$ cat src/rtl/spi_rf_pkg.sv
package spi_rf_pkg;
    localparam int DW        = 8;
    localparam int AW        = 5;
    localparam int FRAME     = 2 * DW;
    localparam int STAT_ADDR = 12;
    localparam int TEST_ADDR = 14;
    localparam int WO_FIRST  = 15;
    localparam int WO_LAST   = 17;

    typedef enum logic [2:0] {
        S_IDLE,
        S_CMD,
        S_DATA,
        S_FULL,
        S_OVER
    } frame_state_t;

    function automatic logic [DW-1:0] wr_mask(input int a);
        case (a)
            0:  return 8'hC1;
            1:  return 8'hFF;
            2:  return 8'hBF;
            3:  return 8'h80;
            4:  return 8'h80;
            5:  return 8'hE0;
            6:  return 8'h3F;
            7:  return 8'h0F;
            8:  return 8'hFF;
            9:  return 8'hFF;
            11: return 8'hE0;
            15, 16, 17: return 8'hFF;
            default: return 8'h00;
        endcase
    endfunction

    function automatic logic [DW-1:0] ro_mask(input int a);
        case (a)
            0:  return 8'h3E;
            3:  return 8'h0F;
            4:  return 8'h07;
            5:  return 8'h0C;
            7:  return 8'h90;
            10: return 8'hEF;
            12, 13: return 8'hFF;
            default: return 8'h00;
        endcase
    endfunction

    function automatic logic is_write_only(input int a);
        return (a >= WO_FIRST) && (a <= WO_LAST);
    endfunction
endpackage

$ cat src/rtl/spi_rf_sync.sv
module spi_rf_sync #(
    parameter int STAGES = 2
) (
    input  logic clk,
    input  logic rst_n,
    input  logic sck,
    input  logic cs_n,
    input  logic mosi,
    output logic sck_rise,
    output logic sck_fall,
    output logic cs_fall,
    output logic cs_rise,
    output logic mosi_s
);
    logic [STAGES:0]   sck_p;
    logic [STAGES:0]   cs_p;
    logic [STAGES-1:0] mosi_p;

    always_ff @(posedge clk or negedge rst_n) begin
        if (!rst_n) begin
            sck_p  <= '0;
            cs_p   <= '1;
            mosi_p <= '0;
        end else begin
            sck_p  <= {sck_p[STAGES-1:0], sck};
            cs_p   <= {cs_p[STAGES-1:0], cs_n};
            mosi_p <= {mosi_p[STAGES-2:0], mosi};
        end
    end

    assign sck_rise = sck_p[STAGES-1] & ~sck_p[STAGES];
    assign sck_fall = ~sck_p[STAGES-1] & sck_p[STAGES];
    assign cs_fall  = ~cs_p[STAGES-1] & cs_p[STAGES];
    assign cs_rise  = cs_p[STAGES-1] & ~cs_p[STAGES];
    assign mosi_s   = mosi_p[STAGES-1];
endmodule

$ cat src/rtl/spi_rf_frame.sv
module spi_rf_frame
    import spi_rf_pkg::*;
(
    input  logic          clk,
    input  logic          rst_n,
    input  logic          sck_rise,
    input  logic          sck_fall,
    input  logic          cs_fall,
    input  logic          cs_rise,
    input  logic          mosi_s,
    input  logic [DW-1:0] stat_byte,
    input  logic [DW-1:0] rd_data,
    output logic [AW-1:0] rd_addr,
    output logic          wr_en,
    output logic [AW-1:0] wr_addr,
    output logic [DW-1:0] wr_data,
    output logic [DW-1:0] wr_cmd,
    output logic          miso,
    output logic          miso_oe,
    output frame_state_t  state
);
    localparam int CW = $clog2(FRAME + 1);

    frame_state_t   state_nx;
    logic [CW-1:0]  bit_cnt;
    logic [FRAME-1:0] rx_sh;
    logic [DW-1:0]  tx_sh;
    logic           shifting;

    // state register
    always_ff @(posedge clk or negedge rst_n) begin
        if (!rst_n) state <= S_IDLE;
        else        state <= state_nx;
    end

    // transitions
    always_comb begin
        state_nx = state;
        unique case (state)
            S_IDLE: if (cs_fall) state_nx = S_CMD;
            S_CMD: begin
                if (cs_rise) state_nx = S_IDLE;
                else if (sck_rise && bit_cnt == CW'(DW - 1)) state_nx = S_DATA;
            end
            S_DATA: begin
                if (cs_rise) state_nx = S_IDLE;
                else if (sck_rise && bit_cnt == CW'(FRAME - 1)) state_nx = S_FULL;
            end
            S_FULL: begin
                if (cs_rise) state_nx = S_IDLE;
                else if (sck_rise) state_nx = S_OVER;
            end
            S_OVER: if (cs_rise) state_nx = S_IDLE;
            default: state_nx = S_IDLE;
        endcase
    end

    assign shifting = (state == S_CMD) || (state == S_DATA);

    // shift datapath
    always_ff @(posedge clk or negedge rst_n) begin
        if (!rst_n) begin
            bit_cnt <= '0;
            rx_sh   <= '0;
            tx_sh   <= '0;
        end else if (state == S_IDLE) begin
            bit_cnt <= '0;
            if (cs_fall) tx_sh <= stat_byte;
        end else begin
            if (sck_rise && shifting) begin
                rx_sh   <= {rx_sh[FRAME-2:0], mosi_s};
                bit_cnt <= bit_cnt + CW'(1);
            end
            if (sck_fall) begin
                if (bit_cnt == CW'(DW)) tx_sh <= rd_data;
                else                    tx_sh <= {tx_sh[DW-2:0], 1'b0};
            end
        end
    end

    assign rd_addr = rx_sh[DW-1 -: AW];
    assign wr_cmd  = rx_sh[FRAME-1 -: DW];
    assign wr_addr = rx_sh[FRAME-1 -: AW];
    assign wr_data = rx_sh[DW-1:0];

    // outputs
    always_comb begin
        miso_oe = (state != S_IDLE);
        miso    = miso_oe & tx_sh[DW-1];
        wr_en   = cs_rise && (state == S_FULL) && !wr_cmd[1]
                  && (^(wr_cmd & 8'hFB));
    end
endmodule

$ cat src/rtl/spi_rf_regs.sv
module spi_rf_regs
    import spi_rf_pkg::*;
#(
    parameter int NREG = 18
) (
    input  logic             clk,
    input  logic             rst_n,
    input  logic             wr_en,
    input  logic [AW-1:0]    wr_addr,
    input  logic [DW-1:0]    wr_data,
    input  logic [AW-1:0]    rd_addr,
    output logic [DW-1:0]    rd_data,
    output logic [DW-1:0]    stat_byte,
    input  logic [NREG*DW-1:0] stat_in,
    output logic [NREG*DW-1:0] ctrl_q
);
    logic [DW-1:0] regs_q  [NREG];
    logic [DW-1:0] rb_arr  [NREG];

    for (genvar i = 0; i < NREG; i++) begin : g_reg
        localparam logic [DW-1:0] WM = wr_mask(i);
        localparam logic [DW-1:0] RM = ro_mask(i);

        always_ff @(posedge clk or negedge rst_n) begin
            if (!rst_n)
                regs_q[i] <= '0;
            else if (wr_en && wr_addr == AW'(i))
                regs_q[i] <= wr_data & WM;
        end

        if (is_write_only(i)) begin : g_wo
            assign rb_arr[i] = '0;
        end else begin : g_rw
            assign rb_arr[i] = (regs_q[i] & WM) | (stat_in[i*DW +: DW] & RM);
        end

        assign ctrl_q[i*DW +: DW] = regs_q[i];
    end

    always_comb begin
        rd_data = '0;
        for (int i = 0; i < NREG; i++)
            if (rd_addr == AW'(i)) rd_data = rb_arr[i];
    end

    assign stat_byte = rb_arr[STAT_ADDR];
endmodule

$ cat src/rtl/spi_reg_slave.sv
module spi_reg_slave
    import spi_rf_pkg::*;
#(
    parameter int NREG        = 18,
    parameter int SYNC_STAGES = 2
) (
    input  logic               clk,
    input  logic               rst_n,
    input  logic               spi_sck,
    input  logic               spi_cs_n,
    input  logic               spi_mosi,
    output logic               spi_miso,
    output logic               spi_miso_oe,
    input  logic [NREG*DW-1:0] stat_in,
    output logic [NREG*DW-1:0] ctrl_q
);
    logic          sck_rise, sck_fall, cs_fall, cs_rise, mosi_s;
    logic [AW-1:0] rd_addr, wr_addr;
    logic [DW-1:0] rd_data, stat_byte, wr_data, wr_cmd;
    logic          wr_en;
    frame_state_t  frame_state;

    spi_rf_sync #(.STAGES(SYNC_STAGES)) u_sync (
        .clk      (clk),
        .rst_n    (rst_n),
        .sck      (spi_sck),
        .cs_n     (spi_cs_n),
        .mosi     (spi_mosi),
        .sck_rise (sck_rise),
        .sck_fall (sck_fall),
        .cs_fall  (cs_fall),
        .cs_rise  (cs_rise),
        .mosi_s   (mosi_s)
    );

    spi_rf_frame u_frame (
        .clk       (clk),
        .rst_n     (rst_n),
        .sck_rise  (sck_rise),
        .sck_fall  (sck_fall),
        .cs_fall   (cs_fall),
        .cs_rise   (cs_rise),
        .mosi_s    (mosi_s),
        .stat_byte (stat_byte),
        .rd_data   (rd_data),
        .rd_addr   (rd_addr),
        .wr_en     (wr_en),
        .wr_addr   (wr_addr),
        .wr_data   (wr_data),
        .wr_cmd    (wr_cmd),
        .miso      (spi_miso),
        .miso_oe   (spi_miso_oe),
        .state     (frame_state)
    );

    spi_rf_regs #(.NREG(NREG)) u_regs (
        .clk       (clk),
        .rst_n     (rst_n),
        .wr_en     (wr_en),
        .wr_addr   (wr_addr),
        .wr_data   (wr_data),
        .rd_addr   (rd_addr),
        .rd_data   (rd_data),
        .stat_byte (stat_byte),
        .stat_in   (stat_in),
        .ctrl_q    (ctrl_q)
    );
endmodule

$ cat config.mk
export PLATFORM = sky130hd
export DESIGN_NAME = spi_reg_slave
export DESIGN_NICKNAME = d
export VERILOG_FILES = /design/src/rtl/spi_rf_pkg.sv /design/src/rtl/spi_rf_sync.sv /design/src/rtl/spi_rf_frame.sv /design/src/rtl/spi_rf_regs.sv /design/src/rtl/spi_reg_slave.sv
export SDC_FILE = /design/constraint.sdc
export NUM_CORES = 1
export LEC_CHECK = 0
export ABC_AREA = 0
export CAP_MARGIN = 40
export CORE_MARGIN = 2
export CORE_UTILIZATION = 46
export DETAILED_ROUTE_END_ITERATION = 10
export GPL_TIMING_DRIVEN = 0
export HOLD_SLACK_MARGIN = 0.12
export PLACE_DENSITY = 0.87
export SYNTH_ARGS = -nofsm -noshare
export SYNTH_HDL_FRONTEND = slang
export SYNTH_SLANG_ARGS = --single-unit
$ cat constraint.sdc
create_clock -name clk -period 5.35 [get_ports clk]
set_input_delay 1.07 -clock clk [delete_from_list [all_inputs] [get_ports clk]]
set_output_delay 1.07 -clock clk [all_outputs]
set_load 0.01 [all_outputs]
==> impl_results.md, run 1 <==
- Status: finished clean
- Ys flop type: dfrtp_1
- Distinct cells, synth: 85
- Reg2reg start: u_frame.rx_sh[7]
- CTS buffer count: 17
- Flop-to-flop setup slack: 2620 ps
- Type of origin of the critical path: flip-flop
- First-pass GRT wire length: 30,400 um
- Logic gate share of total power: 0.358
- Power Internal: about 2.1 mW
- Drt pass-1 iters: 7
- Cts repair resizes: 0
- Cts hold-fix bufs: 0
- Switching pwr: 1.26 mW
- Initial antenna violation count: 0
- Post-CTS Setup Bufs: 0
- Max Cap Viol: 0
- Worst r2r path cells: 6
- Worst Path Arrival: 2450 ps
- Routed Antenna Nets: 0
- Clock Root Buffer: clkbuf_16
- GRT Total Usage: 0.267
- Unrepaired setup endpoints after global routing: no
- Nets: 997
- M3 GR Usage: 0.0755
- Vias in the first global route: 5,368
- Final Hold Viols: 0
- Starting Density: 0.473
- Part of the power in registers: 0.296
- Worst-path clk slew: ~60 ps
- Critical Path Slowest Stage Cell: nor3_4
- Syn-to-layout area delta: 35.4%
- Port Buffers: between 100 and 150
- CP cell instances: nor3_4 > inv_2 > clkbuf_1 > and2_1 > clkdlybuf4s50_1
- Async set-reset flop share out of synthesis: 1.00
- # diodes: 0
- Core Rows: 43
- Synth top area share: 0.427
- DRC: 0
- Post-synth EDFFs: 0
- HP Start: u_sync.mosi_p[0]
- H-tree lvl count: 4
- Worst EP required: roughly 4300 ps
- R2r endpoint: u_frame.tx_sh[3]
- Yosys top cell by area: dfrtp_1
- Iteration-0 DRC count of the detailed router: 544
- Worst slew pin tran: 742 ps
- Most common cell in the netlist: dfrtp_1
- Final setup violation count: 0
- Leakage: 4.10 nW
- Routability-driven placement congestion ratio: 0.962
- Io pins: 295
- Placeable Area: 14,000 sq um
- GR peak layer: met2
- Sequential cell area fraction in the yosys report: 0.439
- Syn Inst Count: around 640
- Slowest stage delay, CP: 480 ps
- Largest net degree at the start of global routing: 46
- GR Util met2: 0.425
- Syn Area/Cell: 10.4 sq um
- CTS tree: yes
- Via density: 5.49
- Final worst slack: 1830 ps
- Clock Path Buffers: 2
- Setup Total Neg Slack: 0 ps
- WHS Endpoint: u_sync.mosi_p[1]
- Final Max Slew Viols: 0
- Post-Syn Area: approximately 6600 sq um
- Crit Path Class: reg2out
- Final min period: 3520 ps
- Hold WC Path Type: reg2reg
- HPWL reported at the end of detailed placement: between 10,000 and 15,000 um
- PwrDens: roughly 380 nW/um^2
- VDD IR max: 251 uV
- Clock Power Share: 0.346
- YS warnings: 0
- CP bufs+invs: 3
- Met1 Track Usage GR: 0.355
- Dpl ws: 2290 ps
- Worst hold stages: 0
- Clock skew: between 10 and 15 ps
- Slew HR: 0.492
- Layout cells sized above 1: 0.267
- Total gr overflow: 0
- Switching share of power: 0.371
- Fmax: 0.284 GHz
- Die Ht: around 120 um
- Post-Route WL: 20,000 um
- Largest delay share family, worst path: buffers and inverters
- CP endpoint kind: primary output
- Flops & latches, synth: 116
- Via count: 5,701
- Die ar.: 15,400 sq um
- Main area contributors after synthesis: dfrtp_1 43%, mux2_2 13%, buf_4 8.1%
- Final period utilization: 0.658
- CTS Sinks: 116
- Wirelength per Cell: slightly below 20 um
- Die width: 124 um
- Max FO, Critical Path: 10
- Post-synth top cells: 113 x dfrtp_1, 78 x mux2_2, 71 x buf_4
- Clock latency at the later pin of the worst-skew pair: 420 ps
-- through the flow --
step	utilization	cell area (sq um)	power [mW]	hold slack (ps)	std cells
floorplan	-	6870	1.83	331	703
global placement	0.594	8310	2.18	333	1004
detailed placement	0.597	8340	2.20	338	1006
CTS	0.641	8960	3.39	351	1038
global route	0.641	8960	3.57	354	1038
finish	0.641	8960	3.41	348	1038
-- cell families (layout without fill, tap and decap cells) --
family | Yosys count | after routing | share of synthesized area
buf+inv | 115 | 270 | 0.109
fa+ha+maj | 3 | 3 | 0.00567
compound gates | 147 | 147 | 0.147
flops | 116 | 116 | 0.439
other cells | 1 | 68 | 0.000567
simple gates | 164 | 164 | 0.144
xor+xnor | 4 | 4 | 0.00643
mux | 86 | 86 | 0.149
-- cell type report --
class | instances | area [sq um]
flip-flops and latches | 116 | 2910
plain buffers | 102 | 669
inverters | 13 | 48.8
clock buffers | 19 | 443
repair buffers | 123 | 1250
clock inverters | 13 | 174
well taps | 180 | 225
multi-input cells | 472 | 3250
fillers | 1153 | 5030
-- flip-flops by register name, summed over array words and instances, names as in the netlist --
| register | cells |
|---|---|
| u_sync.cs_p | 3 |
| u_frame.tx_sh | 8 |
| u_frame.state | 3 |
| u_sync.sck_p | 3 |
| u_frame.rx_sh | 16 |
| u_regs.ctrl_q | 76 |
| u_sync.mosi_p | 2 |
| u_frame.bit_cnt | 5 |
-- cell usage in the layout, fill, tap and decap left out, types with 16 or more instances in the layout --
master and n:
dfrtp_1 113, buf_2 16, buf_4 72, clkbuf_16 17, mux2_2 78, nor2b_1 20, o21ai_0 42, clkdlybuf4s50_1 120
a21oi_1 32, nand2_1 46, nor2_1 32, conb_1 68
-- power by group through the flow --
stage	Sequential, mW	Combinational, mW	Clock [mW]
after floorplan	1.01	0.820	0
after global placement	1.02	1.17	0
after detailed placement	1.02	1.18	0
after CTS	1.01	1.18	1.19
after global routing	1.02	1.31	1.24
final	1.01	1.22	1.18
-- worst max-delay path by stage --
stage | from | slack, ps | cells after the start | end
floorplan | u_frame.state[2] | 2950 | 4 | spi_miso
global placement | rst_n | -1100 | 1 | u_regs.ctrl_q[76]
detailed placement | u_frame.state[2] | 2290 | 5 | spi_miso
CTS | u_frame.state[2] | 1840 | 5 | spi_miso
global route | u_frame.state[2] | 1690 | 5 | spi_miso
finish | u_frame.state[2] | 1830 | 5 | spi_miso
-- metal layers --
metal	wire length, um	up-vias
met5	0	-
met4	523	0
met3	2080	41
met2	9340	341
met1	8040	2733
li1	-	2586
-- worst reg2reg max path, cell delays in order (launching register included) --
cell,delay [ps]
dfrtp_1,430
or3b_1,380
buf_2,200
nor3_4,240
mux2_2,430
a2111oi_0,720
o221ai_1,190
No activity file was read; power rests on OpenSTA's default activity.
==> run 2: changes to the inputs <==
--- a/config.mk
+++ b/config.mk
@@ -8,11 +8,11 @@
 export ABC_AREA = 0
 export CAP_MARGIN = 40
 export CORE_MARGIN = 2
-export CORE_UTILIZATION = 46
+export CORE_UTILIZATION = 39
 export DETAILED_ROUTE_END_ITERATION = 10
 export GPL_TIMING_DRIVEN = 0
 export HOLD_SLACK_MARGIN = 0.12
-export PLACE_DENSITY = 0.87
+export PLACE_DENSITY = 0.79
 export SYNTH_ARGS = -nofsm -noshare
 export SYNTH_HDL_FRONTEND = slang
 export SYNTH_SLANG_ARGS = --single-unit
==> constraint.sdc (replaced) <==
create_clock -name clk -period 2.9 [get_ports clk]
set_input_delay 0.58 -clock clk [delete_from_list [all_inputs] [get_ports clk]]
set_output_delay 0.58 -clock clk [all_outputs]
set_load 0.01 [all_outputs]
==> impl_results.md, run 2 (synthesis results as in run 1) <==
- Status: finished clean
- Most frequent cells in the layout: 120 x clkdlybuf4s50_1, 113 x dfrtp_1, 78 x mux2_2
- Worst-path clk slew: 60 ps (about the same)
- Total gr overflow: 0 (unchanged)
- R2r endpoint: u_frame.tx_sh[3]
- GRT Total Usage: 0.232 (-0.0347)
- # diodes: 0 (unchanged)
- Final Max Slew Viols: 0 (unchanged)
- Placeable Area: 16,600 sq um (+19%)
- Max reg flops: 76 (unchanged)
- Placed Instances: 1,045 (+3.9%)
- Clock skew: 8.52 ps (-1.60 ps)
- Number of fill cells: 1,453 (+26%)
- CTS Sinks: 116 (unchanged)
- Type of origin of the critical path: flip-flop
- Worst r2r path cells: 6 (unchanged)
- Dpl ws: 256 ps (-2030 ps)
- Crit Path Class: reg2reg
- Final min period: 2730 ps
- Reg2reg start: u_frame.rx_sh[7]
- Worst EP required: 3150 ps (-1130 ps)
- Starting Density: 0.399 (-0.0740)
- Max Cap Viol: 0 (unchanged)
- Fin util: 0.542 (-0.0984)
- Die Ht: 134 um (+8.3%)
- HP Start: u_sync.mosi_p[0]
- Final worst slack: 168 ps (-1660 ps)
- Commonest non-fill, non-tap cell in the layout: clkdlybuf4s50_1
- Core Rows: 47 (+9.3%)
- PwrDens: 691 nW/um^2 (+82%)
- Via density: 5.26 (-4.2%)
- Fin cells: 1,078 (+3.9%)
- First-pass GRT wire length: 31,500 um (+3.7%)
- CTS tree: yes
- Largest net degree at the start of global routing: 70 (+52%)
- Sequential cell area: 2910 sq um (unchanged)
- Clock Root Buffer: clkbuf_16
- Layout cells sized above 1: 0.268 (+0.00117)
- VDD IR max: 443 uV (+76%)
- Drt pass-1 iters: 5 (-2)
- Slew HR: 0.511 (+0.0186)
- Worst slew pin tran: 715 ps (-27.3 ps)
- WHS Endpoint: u_sync.mosi_p[1]
- Clock latency at the later pin of the worst-skew pair: 420 ps (about the same)
- Hold WC Path Type: reg2reg
- Fmax: ~0.37 GHz
- Leakage: 4.09 nW (about the same)
- Flop-to-flop setup slack: 170 ps (-2450 ps)
- Io pins: 295 (unchanged)
- Final period utilization: 0.942
- Port Buffers: 121 (unchanged)
- Initial antenna violation count: 0 (unchanged)
- DRC: 0 (unchanged)
- Nets: 997 (unchanged)
- Area of the multi-input gates: 3250 sq um (unchanged)
- Final Hold Viols: 0 (unchanged)
- CP endpoint kind: flip-flop
- Worst Path Arrival: 2990 ps (+540 ps)
- H-tree lvl count: 4 (unchanged)
- Via count: 5,670 (-0.54%)
- Routability-driven placement congestion ratio: 0.969 (+0.68%)
- Die ar.: 18,000 sq um (+17%)
- Max FO, Critical Path: 8 (-2)
- Clock Path Buffers: 2 (unchanged)
- Total power: 6.21 mW (+82%)
- Die width: 134 um (+8.3%)
- Syn-to-layout area delta: 35.8%
- Worst hold stages: 0 (unchanged)
- Routed Antenna Nets: 0 (unchanged)
- Cts repair resizes: 0 (unchanged)
- Final setup violation count: 0 (unchanged)
- Post-Route WL: 20,600 um (+3.1%)
- Vias in the first global route: 5,508 (+2.6%)
- Wirelength per Cell: 19.1 um (-0.68%)
- CTS buffer count: 17 (unchanged)
- Setup Total Neg Slack: 0 ps (unchanged)
- Unrepaired setup endpoints after global routing: no
- Iteration-0 DRC count of the detailed router: 633 (+16%)
- HPWL reported at the end of detailed placement: 15,300 um (+3.7%)
-- run 2: cell types whose count changed in the layout (fill, tap and decap cells not counted), sizes merged --
cell	previous run	this run
clkinv	5	8
clkinvlp	2	1
clkbuf	30	28
bufinv	3	2
dlygate4sd3	0	1
-- run 2: layout make-up --
| cell class | instances | area share |
|---|---|---|
| multi-input cells | 472 | 0.361 |
| flip-flops and latches | 116 | 0.323 |
| repair buffers | 124 | 0.140 |
| plain buffers | 101 | 0.0740 |
| clock buffers | 18 | 0.0488 |
| well taps | 220 | 0.0306 |
| clock inverters | 14 | 0.0170 |
| inverters | 13 | 0.00543 |
-- run 2: routing by layer --
metal | global-route usage | share of wire | vias to the layer above
met5 | 0 | 0 | -
met4 | 0.102 | 0.034 | 0
met1 | 0.298 | 0.41 | 2713
li1 | - | - | 2579
met2 | 0.365 | 0.46 | 317
met3 | 0.0695 | 0.10 | 61
-- run 2: critical path, stage by stage (launching register included) --
cell and delay [ps]:
dfrtp_1 420, or3b_1 370, buf_2 190, nor3_4 250, mux2_2 420, a2111oi_0 690
o221ai_1 210
-- run 2: repair_timing --
item	CTS	global route
pin swaps	1	0
hold endpoints to repair	47	0
buffers inserted	1	0
hold buffers	1	0
endpoints found under the setup margin	1	1
-- run 2: worst max path at each step --
stage	start	endpoint	slack [ps]	cells past startpoint
3_5_place_dp	u_frame.rx_sh[7]	u_frame.tx_sh[3]	260	6
6_report	u_frame.rx_sh[7]	u_frame.tx_sh[3]	170	6
2_1_floorplan	u_frame.rx_sh[7]	u_frame.tx_sh[3]	820	6
3_3_place_gp	rst_n	u_frame.tx_sh[3]	-3190	1
5_1_grt	u_frame.state[0]	spi_miso	160	5
4_1_cts	u_frame.state[0]	spi_miso	40	6
-- run 2: report_power, final --
part	leakage [nW]	internal [mW]	switching, mW	total, mW
Sequential	1.58	1.75	0.111	1.86
Clock	0.291	1.30	0.784	2.08
Combinational	2.23	0.833	1.44	2.27
-- run 2: metrics by stage --
| step | area, sq um | hold slack, ps |
|---|---|---|
| final | 8990 | 350 |
| after global routing | 8990 | 354 |
| after CTS | 8990 | 350 |
| after detailed placement | 8390 | 336 |
| after global placement | 8360 | 333 |
| after floorplan | 6870 | 284 |
==> run 3: changes to the inputs <==
--- a/config.mk
+++ b/config.mk
@@ -6,6 +6,7 @@
 export NUM_CORES = 1
 export LEC_CHECK = 0
 export ABC_AREA = 0
+export ABC_CLOCK_PERIOD_IN_PS = 2900
 export CAP_MARGIN = 40
 export CORE_MARGIN = 2
 export CORE_UTILIZATION = 39
==> results of run 3 <==
The final DEF is identical to that of run 2; final timing and power are the same.
